[src/rtl/cp_ldst_seq.sv]
module cp_ldst_seq #(
  parameter int WORD_W    = 32,
  parameter int IDX_W     = 4,
  parameter int INSTR_W   = 32,
  parameter int LONG_BIT  = 22,
  parameter int LOAD_BIT  = 20,
  parameter int CLASS_BIT = 8,
  parameter int IDX_LSB   = 12
) (
  input  logic                  clk,
  input  logic                  rst_n,
  input  logic                  req,
  input  logic                  is_data,
  input  logic                  big_end,
  input  logic [INSTR_W-1:0]    instr,
  input  logic [WORD_W-1:0]     mem_rdata,
  input  logic [2*WORD_W-1:0]   reg_rdata,
  output logic [IDX_W-1:0]      reg_idx,
  output logic                  wr_hi_en,
  output logic                  wr_lo_en,
  output logic [2*WORD_W-1:0]   wr_data,
  output logic [WORD_W-1:0]     mem_wdata,
  output logic                  rsp_inc
);
  localparam int REG_W = 2 * WORD_W;

  logic beat;
  logic active, long_acc, is_load, int_cls, pick_hi, sext_case;
  logic [WORD_W-1:0] hi_half, lo_half;

  assign active    = req && is_data;
  assign long_acc  = instr[LONG_BIT];
  assign is_load   = instr[LOAD_BIT];
  assign int_cls   = instr[CLASS_BIT];
  assign sext_case = !long_acc && int_cls;
  assign pick_hi   = long_acc ? (beat ^ big_end) : !int_cls;

  assign hi_half = reg_rdata[REG_W-1:WORD_W];
  assign lo_half = reg_rdata[WORD_W-1:0];

  assign reg_idx  = instr[IDX_LSB +: IDX_W];
  assign wr_hi_en = active && is_load && (pick_hi || sext_case);
  assign wr_lo_en = active && is_load && !pick_hi;
  assign wr_data  = sext_case ? {{WORD_W{mem_rdata[WORD_W-1]}}, mem_rdata}
                              : {mem_rdata, mem_rdata};
  assign mem_wdata = (active && !is_load) ? (pick_hi ? hi_half : lo_half)
                                          : '0;
  assign rsp_inc  = active && long_acc && !beat;

  always_ff @(posedge clk) begin
    if (!rst_n)   beat <= 1'b0;
    else if (req) beat <= active && long_acc && !beat;
  end
endmodule


[config.mk]
export PLATFORM = sky130hd
export DESIGN_NAME = cp_ldst_seq
export DESIGN_NICKNAME = d
export VERILOG_FILES = /design/src/rtl/cp_ldst_seq.sv
export SDC_FILE = /design/constraint.sdc
export NUM_CORES = 1
export LEC_CHECK = 0
export BUFFER_PORTS_ARGS = -buffer_cell sky130_fd_sc_hd__buf_2
export CAP_MARGIN = 25
export CORE_AREA = 2 2 91 93
export CTS_CLUSTER_DIAMETER = 120
export CTS_CLUSTER_SIZE = 30
export DETAILED_ROUTE_END_ITERATION = 10
export DIE_AREA = 0 0 93 95
export PLACE_DENSITY_LB_ADDON = 0.3
export SETUP_SLACK_MARGIN = 0.4
export SLEW_MARGIN = 10
export SYNTH_ARGS = -nofsm -noshare
export SYNTH_HDL_FRONTEND = slang
export SYNTH_SLANG_ARGS = --single-unit
[constraint.sdc]
create_clock -name clk -period 1.6 [get_ports clk]
set_clock_uncertainty 0.2 [all_clocks]
set_input_delay 0 -clock clk [delete_from_list [all_inputs] [get_ports clk]]
set_output_delay 0 -clock clk [all_outputs]
set_load 0.05 [all_outputs]
-- After elaboration in Yosys (flattened, before gate mapping)
Index checks and enable logic that the tools add are counted.
Widths: inputs -> output; s select.
- multiplexer cells: 4
- bitwise gates (word level): 1
- reduce and logical (&&, ||, !) cells: 14
- operators with widths (cell ; number):
    $mux 32 ; 2
    $mux 63 ; 1
    $logic_and 1x1->1 ; 8
    $logic_not 1->1 ; 5
    $logic_or 1x1->1 ; 1
    $mux 1 ; 1
    $xor 1x1->1 ; 1
- register bits after elaboration: 1
- input port bits: 133
- output and inout bits: 103
- word-level logic and storage cells: 20

-- Depth between registers and ports, before layout
- depth in word-level cells: 4
- mapped depth: 5
- depth with buffers taken out: 3

-- Worst setup path before layout
OpenSTA, ideal clock, no wires.
- path type: register to output
- start point: register beat
- end point: output port mem_wdata[10]
- arrival time: 1.770 ns
- data required time: 1.400 ns
- path slack: -0.370 ns
- cell stages (with the launch flop): 6
- buffers on the path: 2
- path through: dfxtp_1 -> xnor2_1 -> a21boi_1 -> buf_4 -> buf_12 -> mux2i_1
- longest elaborated chain between the ends: 4
- ends and longest elaborated chain (what ; RTL line ; text):
    from (decl) ; 27 ; logic beat;
    from (signal assigned) ; 52 ; else if (req) beat <= active && long_acc && !beat;
    $xor 1x1->1 ; 36 ; assign pick_hi = long_acc ? (beat ^ big_end) : !int_cls;
    $mux 1 ; 36 ;
    $mux 32 (2 in a row) ; 46 ; assign mem_wdata = (active && !is_load) ? (pick_hi ? hi_half : lo_half)
    to (decl) ; 22 ; output logic [WORD_W-1:0] mem_wdata,
No other way between the ends.

-- Worst setup path after layout
- start point: register beat
- end point: output port mem_wdata[5]
Same word-level chain as after synthesis.

==> metrics.cfg <==
[outcome]
outcome = finished clean

[pwr]
switchingPower_mw = 0.820
pwr-share-clk_pct = 0
power.total_mw = 1.30
p_comb_share_pct = 97.8
cellLeakagePower_nw = 1.52
irDropWorstVdd_mv = 0.261
sequentialPowerShare_pct = 2.2
switching_share_pct = 63.0
powerDensity_nw_per_um2 = 442
intPower_mw = 0.482

[yosys]
syn_avg_cell_area_um2 = 5.80
yosysWarnings = 0
synth.distinct_cells = 19
syn_inst = 224
synth-seq-area-share_pct = 1.54
synth-seq-cells = 1
syn-num-nets = 357
synth_area_um2 = 1300

[timing]
period_share_pct = 98.7
clock.fmax_mhz = 634
setup_viol = 0
rsz0062_at_grt = yes
hold_viol_final = 0
worst_pin_slew_ns = 0.506
timing.final.ws_setup_ns = 0.0216
period_needed_ns = 1.58
slew-limit-headroom_pct = 66.2
drv_slew = 0

[die]
io_pins = 236
dieArea_um2 = 8840
core-area_um2 = 7930
die_h_um = 95
dieWidth_um = 93
rows = 33
start_util_pct = 16.4

[layout]
syn_to_final_growth_pct = 126
diodes = 0
fin_cells = 494
layout-drive-gt1-share_pct = 65.6
utilization_pct = 37.1
top_register = beat
nets = 524
fillerInstances = 847
largest_reg_flops = 1
top_regs = beat (1)

[critical_path]
r2r_start = beat$_SDFFE_PN0P_
required_ns = 1.40
cp.arrival_ns = 1.38
cp-end-kind = output port
path_class = reg -> out
crit_path_max_fanout = 7
r2r-end = beat$_SDFFE_PN0P_
startpoint_type = register
reg2reg_depth = 2
critPathLaunch = beat$_SDFFE_PN0P_
rrSetupSlack_ns = 0.49
endpoint = mem_wdata[5]

[clocking]
clock_latency_ns = 0
clk_pin_slew_ns = 0

[drt]
drc = 0
vias_per_cell = 3.94
final_antenna_net_count = 0
drt-total-wl_um = 5370
wl_per_cell_um = 10.9
drt_iter0_drc = 28
dr_total_vias = 1945
first_pass_iters = 4

[placement]
gp_congestion = 0.750
pre_cts_ws_ns = -0.0887
portBuffers = 202
hpwlAfterDp_um = 4650
placed_cells = 489

[global_routing]
grt_max_degree = 65
antenna_found_initial = 0
grt_overflow = 0
grt_use_total_pct = 10.9
grt_first_pass_wirelength_um = 8170
grt_pass1_vias = 1821

[run]
maxCapViolCount = 0

[min_path]
hp-class = in -> reg

cell usage after synthesis:
cell	count	area share (%)
nor2b_1	1	0.48
buf_4	38	22
mux2i_1	32	25
and3b_1	1	0.67
nand3b_1	1	0.58
nand2b_4	1	1.1
and4b_1	1	0.77
a21oi_1	1	0.38
nor2_1	1	0.29
dfxtp_1	1	1.5
buf_2	7	2.7
o21a_1	1	0.58
nand2_1	126	36
nand3_1	1	0.38
a21boi_1	1	0.58
buf_1	3	0.87
buf_12	3	4.6
clkbuf_1	3	0.87
xnor2_1	1	0.67
cells by family after synthesis:
group / synth area share, %
AOI/OAI and AO/OA: 1.54
xor gates and xnor gates: 0.674
buffers and inverters: 31.0
DFF: 1.54
muxes: 24.6
and+or+nand+nor: 40.6
power by group through the flow:
stage	Clock (mW)	Combinational, mW	Sequential (mW)
after global placement	0	1.19	0.0272
final	0	1.27	0.0282
after CTS	0	1.27	0.0276
after detailed placement	0	1.19	0.0274
after global routing	0	1.35	0.0284
after floorplan	0	0.932	0.0272
worst min path at each step:
| stage | from | end | slack, ns | cells past startpoint |
|---|---|---|---|---|
| floorplan | rst_n | beat$_SDFFE_PN0P_ | -0.08 | 1 |
| global placement | instr[13] | reg_idx[1] | -0.20 | 0 |
| detailed placement | instr[13] | reg_idx[1] | -0.20 | 0 |
| CTS | rst_n | beat$_SDFFE_PN0P_ | 0.007 | 2 |
| global route | rst_n | beat$_SDFFE_PN0P_ | 0.009 | 2 |
| finish | rst_n | beat$_SDFFE_PN0P_ | 0.002 | 2 |
area by class of cell:
type | instances | area, um2 | area share [%]
tap | 105 | 131 | 4.46
sequential | 1 | 21.3 | 0.722
timing repair buffer | 219 | 1500 | 50.8
multi-input combinational | 169 | 1290 | 44.0
layout by cell type, fill, tap and decap left out, drive strengths merged:
master,n
nand2b,1
buf,210
and3b,1
dfxtp,1
a21boi,1
nor2,1
nand3b,1
o21a,1
nand2,126
nor2b,1
mux2i,32
dlygate4sd3,4
and4b,1
xnor2,1
a21oi,1
nand3,1
clkbuf,5
critical path, cell delays in order (launching register included):
cell,delay [ns]
dfxtp_2,0.33
xnor2_4,0.14
a21boi_4,0.15
buf_12,0.17
buf_12,0.16
mux2i_4,0.24
buf_6,0.18
per-layer routing:
layer / global-route usage [%] / vias to the layer above / wire length (um)
li1: - / 994 / -
met1: 12.5 / 826 / 1980
met2: 22.2 / 123 / 2840
met3: 1.60 / 2 / 528
met4: 0.490 / 0 / 13
met5: 0 / - / 0
metrics by stage:
stage / hold WS [ns] / TNS, ns / instance area [um2]
after floorplan: -0.0825 / -0.195 / 1680
after global placement: -0.199 / -1.29 / 2640
after detailed placement: -0.199 / -1.82 / 2640
after CTS: 0.00693 / 0 / 2900
after global routing: 0.00870 / -0.204 / 2940
final: 0.00227 / 0 / 2940
repair_timing:
action / in CTS / in global routing
endpoints found under the hold margin: 4 / 0
hold buffers: 4 / 0
setup endpoints to repair: 34 / 65
resized for setup: 68 / 12
buffers inserted: 1 / 0
Power figures use the tool's default switching activity.
